### src/rtl/rxr_pkg.sv
package rxr_pkg;

   typedef enum logic [2:0] {
      ST_IDLE,
      ST_RD_BUF,
      ST_RD_CTL,
      ST_STREAM,
      ST_WR_BYTE,
      ST_WB,
      ST_DONE
   } rxr_state_e;

   // flag positions inside the 16-bit flags field
   localparam int AVAIL_BIT = 15;
   localparam logic [15:0] DONE_FLAGS = 16'h0011;
   localparam int DESC_SHIFT = 3;

endpackage

### src/rtl/rxr_ring_ptr.sv
module rxr_ring_ptr #(
   parameter int ADDR_W     = 32,
   parameter int IDX_W      = 8,
   parameter int DESC_SHIFT = 3
) (
   input  logic              clk,
   input  logic              rst_n,
   input  logic [ADDR_W-1:0] base_i,
   input  logic [IDX_W-1:0]  last_i,
   input  logic              adv_i,
   output logic [ADDR_W-1:0] desc_addr_o
);

   logic [IDX_W-1:0] idx_q;

   always_ff @(posedge clk or negedge rst_n) begin
      if (!rst_n)
         idx_q <= '0;
      else if (adv_i)
         idx_q <= (idx_q >= last_i) ? '0 : idx_q + 1'b1;
   end

   assign desc_addr_o = base_i + (ADDR_W'(idx_q) << DESC_SHIFT);

   // leaving the last slot returns to slot 0
   p_wrap_r8: assert property (@(posedge clk) disable iff (!rst_n)
      (adv_i && idx_q >= last_i) |=> (idx_q == '0));

   // an advance moves exactly one slot forward or wraps
   p_step_r7: assert property (@(posedge clk) disable iff (!rst_n)
      adv_i |=> ((idx_q == '0) || (idx_q == $past(idx_q) + 1'b1)));

endmodule

### src/rtl/rxr_cap_track.sv
module rxr_cap_track #(
   parameter int LEN_W = 16,
   localparam int CNT_W = LEN_W + 1
) (
   input  logic             clk,
   input  logic             rst_n,
   input  logic             load_i,
   input  logic [LEN_W-1:0] len_field_i,
   input  logic             take_i,
   input  logic             drop_i,
   output logic [CNT_W-1:0] count_o,
   output logic             room_o,
   output logic             trunc_o
);

   logic [CNT_W-1:0] cap_q;
   logic [CNT_W-1:0] cnt_q;
   logic             trunc_q;

   always_ff @(posedge clk or negedge rst_n) begin
      if (!rst_n) begin
         cap_q   <= '0;
         cnt_q   <= '0;
         trunc_q <= 1'b0;
      end else if (load_i) begin
         cap_q   <= CNT_W'(len_field_i) + 1'b1;
         cnt_q   <= '0;
         trunc_q <= 1'b0;
      end else begin
         if (take_i) cnt_q <= cnt_q + 1'b1;
         if (drop_i) trunc_q <= 1'b1;
      end
   end

   assign count_o = cnt_q;
   assign room_o  = cnt_q < cap_q;
   assign trunc_o = trunc_q;

   // a stored byte never lands beyond the buffer capacity
   p_take_room_r5: assert property (@(posedge clk) disable iff (!rst_n)
      take_i |-> room_o);

   // bytes are dropped only once the buffer is full
   p_drop_full_r5: assert property (@(posedge clk) disable iff (!rst_n)
      drop_i |-> !room_o);

endmodule

### src/rtl/rxr_lane_mux.sv
module rxr_lane_mux #(
   parameter int MEM_W = 32,
   localparam int LANES = MEM_W / 8,
   localparam int LSB_W = $clog2(LANES)
) (
   input  logic [LSB_W-1:0] lane_i,
   input  logic [7:0]       byte_i,
   output logic [LANES-1:0] be_o,
   output logic [MEM_W-1:0] wdata_o
);

   for (genvar l = 0; l < LANES; l++) begin : g_lane
      assign be_o[l]          = (lane_i == LSB_W'(l));
      assign wdata_o[8*l +: 8] = byte_i;
   end

   // exactly one lane is enabled per byte write
   always_comb begin
      a_one_lane_r4: assert ($onehot(be_o));
   end

endmodule

### src/rtl/rxr_ring_writer.sv
module rxr_ring_writer
   import rxr_pkg::*;
#(
   parameter int ADDR_W = 32,
   parameter int IDX_W  = 8,
   parameter int MEM_W  = 32,
   parameter int LEN_W  = 16,
   localparam int LANES = MEM_W / 8,
   localparam int LSB_W = $clog2(LANES),
   localparam int CNT_W = LEN_W + 1
) (
   input  logic              clk,
   input  logic              rst_n,
   input  logic [ADDR_W-1:0] ring_base_i,
   input  logic [IDX_W-1:0]  ring_last_i,
   output logic [ADDR_W-1:0] next_desc_addr_o,
   output logic              irq_rx_o,
   output logic              trunc_err_o,
   output logic              not_ready_o,
   input  logic              rx_valid_i,
   input  logic [7:0]        rx_data_i,
   input  logic              rx_last_i,
   output logic              rx_ready_o,
   output logic              mem_req_o,
   output logic              mem_we_o,
   output logic [ADDR_W-1:0] mem_addr_o,
   output logic [LANES-1:0]  mem_be_o,
   output logic [MEM_W-1:0]  mem_wdata_o,
   input  logic              mem_ack_i,
   input  logic [MEM_W-1:0]  mem_rdata_i
);

   if (MEM_W != 32) begin : g_bad_mem
      $error("descriptor words are 32 bits wide");
   end
   if (ADDR_W != MEM_W) begin : g_bad_addr
      $error("buffer address must fill one descriptor word");
   end
   if (2 * LEN_W != MEM_W) begin : g_bad_len
      $error("length and flags must share one descriptor word");
   end

   rxr_state_e        state;
   logic [ADDR_W-1:0] buf_addr;
   logic [7:0]        byte_q;
   logic              last_q;
   logic              nrdy_q;

   logic [ADDR_W-1:0] desc_addr;
   logic [ADDR_W-1:0] byte_addr;
   logic [CNT_W-1:0]  count;
   logic              room, trunc;
   logic              avail, cap_load, take, drop, adv;
   logic [LANES-1:0]  lane_be;
   logic [MEM_W-1:0]  lane_data;

   assign avail    = mem_rdata_i[LEN_W + AVAIL_BIT];
   assign cap_load = (state == ST_RD_CTL) && mem_ack_i && avail;
   assign take     = (state == ST_WR_BYTE) && mem_ack_i;
   assign drop     = (state == ST_STREAM) && rx_valid_i && !room;
   assign adv      = (state == ST_DONE);
   assign byte_addr = buf_addr + ADDR_W'(count);

   rxr_ring_ptr #(.ADDR_W(ADDR_W), .IDX_W(IDX_W), .DESC_SHIFT(DESC_SHIFT)) u_ptr (
      .clk(clk), .rst_n(rst_n), .base_i(ring_base_i), .last_i(ring_last_i),
      .adv_i(adv), .desc_addr_o(desc_addr)
   );

   rxr_cap_track #(.LEN_W(LEN_W)) u_cap (
      .clk(clk), .rst_n(rst_n), .load_i(cap_load),
      .len_field_i(mem_rdata_i[LEN_W-1:0]), .take_i(take), .drop_i(drop),
      .count_o(count), .room_o(room), .trunc_o(trunc)
   );

   rxr_lane_mux #(.MEM_W(MEM_W)) u_lane (
      .lane_i(byte_addr[LSB_W-1:0]), .byte_i(byte_q),
      .be_o(lane_be), .wdata_o(lane_data)
   );

   always_ff @(posedge clk or negedge rst_n) begin
      if (!rst_n) begin
         state    <= ST_IDLE;
         buf_addr <= '0;
         byte_q   <= '0;
         last_q   <= 1'b0;
         nrdy_q   <= 1'b0;
      end else begin
         case (state)
            ST_IDLE:   if (rx_valid_i) state <= ST_RD_BUF;
            ST_RD_BUF: if (mem_ack_i) begin
               buf_addr <= mem_rdata_i;
               state    <= ST_RD_CTL;
            end
            ST_RD_CTL: if (mem_ack_i) begin
               nrdy_q <= !avail;
               state  <= avail ? ST_STREAM : ST_IDLE;
            end
            ST_STREAM: if (rx_valid_i) begin
               if (room) begin
                  byte_q <= rx_data_i;
                  last_q <= rx_last_i;
                  state  <= ST_WR_BYTE;
               end else if (rx_last_i) begin
                  state <= ST_WB;
               end
            end
            ST_WR_BYTE: if (mem_ack_i) state <= last_q ? ST_WB : ST_STREAM;
            ST_WB:      if (mem_ack_i) state <= ST_DONE;
            default:    state <= ST_IDLE;
         endcase
      end
   end

   always_comb begin
      mem_req_o   = 1'b0;
      mem_we_o    = 1'b0;
      mem_addr_o  = desc_addr;
      mem_be_o    = '1;
      mem_wdata_o = '0;
      case (state)
         ST_RD_BUF: mem_req_o = 1'b1;
         ST_RD_CTL: begin
            mem_req_o  = 1'b1;
            mem_addr_o = desc_addr + ADDR_W'(4);
         end
         ST_WR_BYTE: begin
            mem_req_o   = 1'b1;
            mem_we_o    = 1'b1;
            mem_addr_o  = {byte_addr[ADDR_W-1:LSB_W], LSB_W'(0)};
            mem_be_o    = lane_be;
            mem_wdata_o = lane_data;
         end
         ST_WB: begin
            mem_req_o   = 1'b1;
            mem_we_o    = 1'b1;
            mem_addr_o  = desc_addr + ADDR_W'(4);
            mem_wdata_o = {DONE_FLAGS, count[LEN_W-1:0]};
         end
         default: ;
      endcase
   end

   assign rx_ready_o       = (state == ST_STREAM);
   assign irq_rx_o         = (state == ST_DONE);
   assign trunc_err_o      = (state == ST_DONE) && trunc;
   assign not_ready_o      = nrdy_q;
   assign next_desc_addr_o = desc_addr;

   // an unacknowledged request holds still
   p_req_hold_r9: assert property (@(posedge clk) disable iff (!rst_n)
      (mem_req_o && !mem_ack_i) |=> (mem_req_o && $stable(mem_addr_o) &&
                                     $stable(mem_we_o) && $stable(mem_be_o) &&
                                     $stable(mem_wdata_o)));

   // the interrupt pulse lasts one cycle
   p_irq_pulse_r7: assert property (@(posedge clk) disable iff (!rst_n)
      irq_rx_o |=> !irq_rx_o);

   // the pulse follows an acknowledged write
   p_irq_after_wb_r7: assert property (@(posedge clk) disable iff (!rst_n)
      $rose(irq_rx_o) |-> $past(mem_req_o && mem_we_o && mem_ack_i));

   // the error flag only comes with the interrupt
   p_err_with_irq_r5: assert property (@(posedge clk) disable iff (!rst_n)
      trunc_err_o |-> irq_rx_o);

   // a refused frame is not consumed
   p_refused_no_ready_r3: assert property (@(posedge clk) disable iff (!rst_n)
      not_ready_o |-> !rx_ready_o);

endmodule

### config.mk
export PLATFORM = sky130hd
export DESIGN_NAME = rxr_ring_writer
export DESIGN_NICKNAME = d
export VERILOG_FILES = /design/src/rtl/rxr_pkg.sv /design/src/rtl/rxr_ring_ptr.sv /design/src/rtl/rxr_cap_track.sv /design/src/rtl/rxr_lane_mux.sv /design/src/rtl/rxr_ring_writer.sv
export SDC_FILE = /design/constraint.sdc
export NUM_CORES = 1
export LEC_CHECK = 0
export ABC_AREA = 1
export BUFFER_PORTS_ARGS = -buffer_cell sky130_fd_sc_hd__buf_2
export CORE_UTILIZATION = 50
export CTS_BUF_LIST = sky130_fd_sc_hd__clkbuf_16
export DETAILED_ROUTE_END_ITERATION = 12
export GPL_ROUTABILITY_DRIVEN = 0
export PLACE_DENSITY = 0.74
export SETUP_SLACK_MARGIN = 0.4
export SYNTH_ARGS = -nofsm -noshare
export SYNTH_HDL_FRONTEND = slang
export SYNTH_SLANG_ARGS = --single-unit
### constraint.sdc
create_clock -name clk -period 3.8 [get_ports clk]
set_clock_uncertainty 0.2 [all_clocks]
set_input_delay 0.19 -clock clk [delete_from_list [all_inputs] [get_ports clk]]
set_output_delay 0.19 -clock clk [all_outputs]
set_load 0.01 [all_outputs]
# Word level (Yosys, flattened, before mapping)

Index checks and enable logic that the tools add are counted.

Register bits after elaboration: 88

Magnitude comparators: 2
Multiplexer cells: 21
Reductions and logical operators: 19
Add/sub/neg operators: 6
Eq/ne operators: 16

Operators by type and width:

| kind                  | number |
|---|---|
| $pmux 32 s2           | 2 |
| $mux 17               | 2 |
| $add 32x11->32        | 1 |
| $add 32x17->32        | 1 |
| $add 32x3->32 const B | 1 |
| $mux 3                | 9 |
| $pmux 3 s6            | 1 |
| $add 16x1->17 const B | 1 |
| $add 17x1->17 const B | 1 |
| $lt 17x17->1          | 1 |
| $ne 2x2->1 const B    | 6 |
| $eq 3x3->1 const B    | 3 |
| $add 8x1->8 const B   | 1 |
| $ge 8x8->1            | 1 |
| $mux 8                | 1 |
| $reduce_and 7->1      | 1 |
| $eq 3x2->1 const B    | 2 |
| $logic_and 1x1->1     | 6 |
| $eq 2x2->1 const B    | 2 |
| $mux 1                | 4 |
| $mux 4                | 1 |
| $reduce_and 2->1      | 2 |
| $reduce_bool 2->1     | 2 |
| $reduce_or 2->1       | 2 |
| 9 further kinds       | 10 |

# Longest topological paths before layout

Word-level depth: 5
Gate-level depth with buffers: 18
Depth with buffers taken out: 18

# By module

Synthesis repeated with hierarchy kept, for this count alone.

Cells, all modules: 1542
Area, all modules: 9580.4 um^2

Modules (own cells, without submodules):

| module          | instances | area each (um^2) | seq. area each (um^2) | cells each |
|---|---|---|---|---|
| rxr_ring_writer | 1         | 5021.1           | 1126.1                | 817 |
| rxr_cap_track   | 1         | 2369.8           | 875.8                 | 337 |
| rxr_ring_ptr    | 1         | 1923.1           | 200.2                 | 349 |
| rxr_lane_mux    | 1         | 266.5            | 0.0                   | 39 |

# Worst setup path after synthesis

OpenSTA, ideal clock, no wires.

Kind: reg2out
Start point: register u_ptr.idx_q[0]
End point: output port mem_addr_o[29]
Path slack: 1.006 ns
Data required time: 3.410 ns
Cell stages (with the launch flop): 15
Buffers on the path: 0
Arrival: 2.404 ns
Cell sequence: dfrtp_1 > ha_1 > fa_1 > nand3_1 > nor2_1 > nand3_1 > nor2_2 > nand3_2 > nor2_1 > nand2_1 > nor2_2 > nand2_1 > nand2_1 > nand3_1 > nand2_1

Word-level cells in the longest chain between the ends: 3

Ends and longest elaborated chain:

| what                    | RTL line                                       | text |
|---|---|---|
| from (decl)             | rxr_ring_ptr.sv:14                             | `logic [IDX_W-1:0] idx_q;` |
| from (signal assigned)  | rxr_ring_ptr.sv:20                             | `idx_q <= (idx_q >= last_i) ? '0 : idx_q + 1'b1;` |
| $add 32x11->32          | rxr_ring_ptr.sv:23                             | `assign desc_addr_o = base_i + (ADDR_W'(idx_q) << DESC_SHIFT);` |
| via next_desc_addr_o[4] | rxr_ring_writer.sv:16                          | `output logic [ADDR_W-1:0] next_desc_addr_o,` |
| $add 32x3->32           | rxr_ring_writer.sv:124, rxr_ring_writer.sv:136 |  |
| $pmux 32 s2             | rxr_ring_writer.sv:120                         | `case (state)` |
| to (decl)               | rxr_ring_writer.sv:26                          | `output logic [ADDR_W-1:0] mem_addr_o,` |

The timed path passes the listed nets, and every way through them passes these cells.

# Final worst setup path

Start point: register u_ptr.idx_q[0]
End point: output port mem_addr_o[31]

Word-level cells in the longest chain between the ends: 3

Ends and longest elaborated chain:

| what               | RTL line |
|---|---|
| $add 32x11->32 (*) | rxr_ring_ptr.sv:23 |
| $add 32x3->32      | rxr_ring_writer.sv:124, rxr_ring_writer.sv:136 |
| $pmux 32 s2 (*)    | rxr_ring_writer.sv:120 |

Every way passes the cells marked *; elsewhere a longest branch is shown, timed or not.

==> run_results.csv <==
group,metric,value,unit
synth,yosys_most_used_dff,"dfrtp_1",
critical_path,criticalPathCategory,"reg2out",
detailed_routing,vias_per_cell,5.627,
grt,grt_pass1_vias,9561,
run,cap_violations,0,
clocking,clock_sinks,88,
synth,synth_commonest_cells,"nand2_1 (352), inv_1 (206), nor2_1 (137)",
detailed_routing,drtIter0Drc,800,
synth,synth_most_common_cell,"nand2_1",
synth,avgSynthCellArea,6.312,um2
clocking,clock_latency,350,ps
placed_design,hpwl,23.03,mm
layout,finish.utilization,65.48,%
layout,areaGrowthSynthToFinish,27.16,%
outcome,outcome,"complete, but fails checks",
grt,grt_util_all_layers,31.96,%
sta,slew_headroom,38.38,%
synth,synth-edff-count,0,
synth,yosysTopAreaCell,"dfrtp_1",
synth,yosysTopAreaCellShare,24.64,%
floorplanning,die_area,18410,um2
floorplanning,coreArea,17360,um2
synth,syn-num-nets,1556,
layout,fill_cells,1592,
grt,grt_pass1_wl,46.35,mm
critical_path,worst_setup_path_start_kind,"flop",
synth,ys_types,51,
layout,nets,1794,
synth,syn_inst,1416,
sta,finalSetupTns,0,ps
clocking,clk_path_buf_depth,2,
synth,ys_seq_area_share,24.64,%
clocking,numCtsBuffers,9,
layout,drive_gt1_share,23.75,%
clocking,root_buffer,"clkbuf_16",
sta,finalHoldViolCount,1,
critical_path,cp_max_fo,4,
floorplanning,num_rows,48,
sta,layout_min_cycle_time,3390,ps
clocking,cts_tree,"built",
synth,synth_seq_cells,88,
detailed_routing,wl_per_cell,15.94,um
critical_path,reg2reg_slack,1120,ps
min_path,min_path_type,"in2reg",
sta,whs,-1.889,ps
critical_path,crit_path_end_kind,"output pin",
sta,worst_pin_slew,924.2,ps
sta,setup_viol,0,
floorplanning,io_pins,191,
critical_path,slowest_stage,"dfrtp_1",
min_path,hp-start,"mem_rdata_i[4]",
outcome,violations,"negative hold slack",
synth,syn_area,8937,um2
critical_path,critPathMaxStageDelay,420,ps
grt,grt_antenna_before_repair,0,
floorplanning,die_x,135.7,um
sta,grt_setup_unrepaired,"yes",
floorplanning,chipHeight,135.7,um
critical_path,worstPathCellList,"ha_4 > fa_2 > nand2_2 > nand2_2 > nand3_4 > nand2_4 > nand2_4 > nand2_4 > nor2_4 > nand2_2 > nor2_4 > buf_6 > nand3_4 > nor2_4 > nand3_1 > nand3_1 > nand2_1 > buf_2",
critical_path,required,3410,ps
synth,async_reset_ff_share,100.0,%
synth,synth_area_leaders,"dfrtp_1 (25%), nand2_1 (15%), inv_1 (8.7%)",
critical_path,arrival,3000,ps
clocking,cts-htree-levels,3,
power_and_ir_drop,vdd_drop_max,361.0,uV
power_and_ir_drop,p_per_area,654.2,nW/um2
critical_path,worstReg2RegEnd,"byte_q[5]",
synth,ys_warn_count,0,
grt,grt_max_degree,69,
power_and_ir_drop,p_leak,5.791,nW
detailed_routing,dr.pass1.iters,5,
layout,num_antenna_cells,0,
floorplanning,start_util,51.49,%
detailed_routing,final_antenna_net_count,0,
critical_path,reg2regPathDepth,9,
min_path,holdPathEnd,"buf_addr[4]",
placed_design,io_buffer_count,190,
min_path,whs_path_depth,3,
detailed_routing,routed_wl,30.03,mm
detailed_routing,drc,0,
sta,fin_crit_sh,89.20,%
detailed_routing,vias,10600,
sta,slew_viol_final,0,
grt,grt-ovfl-total,0,
clocking,clk_transition_reported_paths,70,ps
sta,fmax,295.0,MHz
critical_path,regToRegStartpoint,"u_cap.count_o[10]",
power_and_ir_drop,total_power,7.435,mW
==> how the worst max path moves through the flow <==
stage / end / depth (start not counted) / startpoint
after detailed placement: mem_addr_o[23] / 16 / u_ptr.idx_q[0]
after CTS: mem_addr_o[16] / 17 / u_ptr.idx_q[0]
after floorplan: mem_addr_o[29] / 14 / u_ptr.idx_q[0]
after global routing: mem_addr_o[23] / 18 / u_ptr.idx_q[0]
after global placement: mem_addr_o[31] / 17 / u_ptr.idx_q[0]
final: mem_addr_o[31] / 18 / u_ptr.idx_q[0]
==> per-layer routing <==
metal  GRT usage, %  vias up  share of wire [%]
met1          40.63     4848                 40
met3          3.816       87                7.8
met2          53.37      534                 48
met4          15.86        0                4.0
met5              0        -                  0
li1               -     5132                  -
==> placed cells by master (no fill, tap or decap), types with 5 or more instances in the layout <==
cell	synthesis	routed
nand2_1	352	327
inv_1	206	205
buf_2	2	188
nor2_1	137	123
nand3_1	133	120
dfrtp_1	88	82
o21ai_0	86	81
a21oi_1	78	76
ha_1	53	45
dlygate4sd3_1	0	41
nand2_2	12	33
nand4_1	29	29
buf_4	9	28
o22ai_1	27	27
nor2_2	25	21
nor3_1	22	21
nor2_4	3	21
xor2_1	17	17
nand3_2	6	14
mux2_2	13	13
inv_2	12	12
nor4_1	9	9
o21ai_1	7	9
o211ai_1	9	9
clkbuf_16	0	9
ha_4	0	8
nand3b_1	7	7
nand2_4	2	6
or2_2	6	6
dfrtp_2	0	6
o21a_1	5	5
nand3_4	0	5
nor3_4	5	5
a21o_1	5	5
==> through the flow <==
| step | instance area [um2] | hold WS [ps] | worst slack, ps | std cells |
|---|---|---|---|---|
| floorplan | 8937 | -305.6 | 1006 | 1416 |
| global placement | 10070 | 176.8 | 727.4 | 1807 |
| detailed placement | 10070 | 170.1 | 635.2 | 1807 |
| CTS | 10810 | 0.9949 | 400.9 | 1866 |
| global route | 11360 | 21.83 | 263.0 | 1884 |
| finish | 11360 | -1.889 | 410.2 | 1884 |
==> critical path, delay by kind of cell, from the launching register on <==
kind                     cells  cell delay [ps]
AND/OR/NAND/NOR             14             1360
adder cells (fa/ha/maj)      2              600
flip-flops                   1              420
buffers and inverters        2              250
==> registers in the layout (all words and copies together) (netlist names) <==
signal and count:
not_ready_o 1, u_cap.count_o 17, state 3, last_q 1, buf_addr 32, u_cap.cap_q 17, u_ptr.idx_q 8, byte_q 8
u_cap.trunc_o 1
==> kinds of logic (layout without fill, tap and decap cells) <==
logic type,Yosys count,after routing,synth area share (%)
and+or+nand+nor,756,756,38.39
AOI/OAI and AO/OA,234,234,14.56
buffers and inverters,251,494,11.05
adders and majority gates,55,55,7.868
DFF,88,88,24.64
xor gates and xnor gates,19,19,1.862
muxes,13,13,1.638
==> cell type report <==
class / instances / area [um2] / area share, %
Timing Repair Buffer: 259 / 1584 / 13.94
Sequential cell: 88 / 2210 / 19.44
Tap cell: 225 / 281.5 / 2.477
Inverter: 219 / 824.5 / 7.255
Multi-Input combinational cell: 1077 / 6185 / 54.42
Clock inverter: 7 / 55.05 / 0.4844
Clock buffer: 9 / 225.2 / 1.982
==> timing repair <==
action                     in CTS  in global routing
setup endpoints to repair      17                 21
hold buffers                   41                  0
pin swaps                       3                 34
hold endpoints to repair      116                  0
buffers inserted                2                 18
gates cloned                    0                  0
gates resized for setup        10                105
==> report_power, final <==
part / internal, mW / leakage (nW) / switching, mW
combinational: 1.74 / 4.58 / 3.06
clock: 0.449 / 0.134 / 0.408
sequential: 1.36 / 1.07 / 0.421
Note: power is estimated with default switching activity, not from simulation.
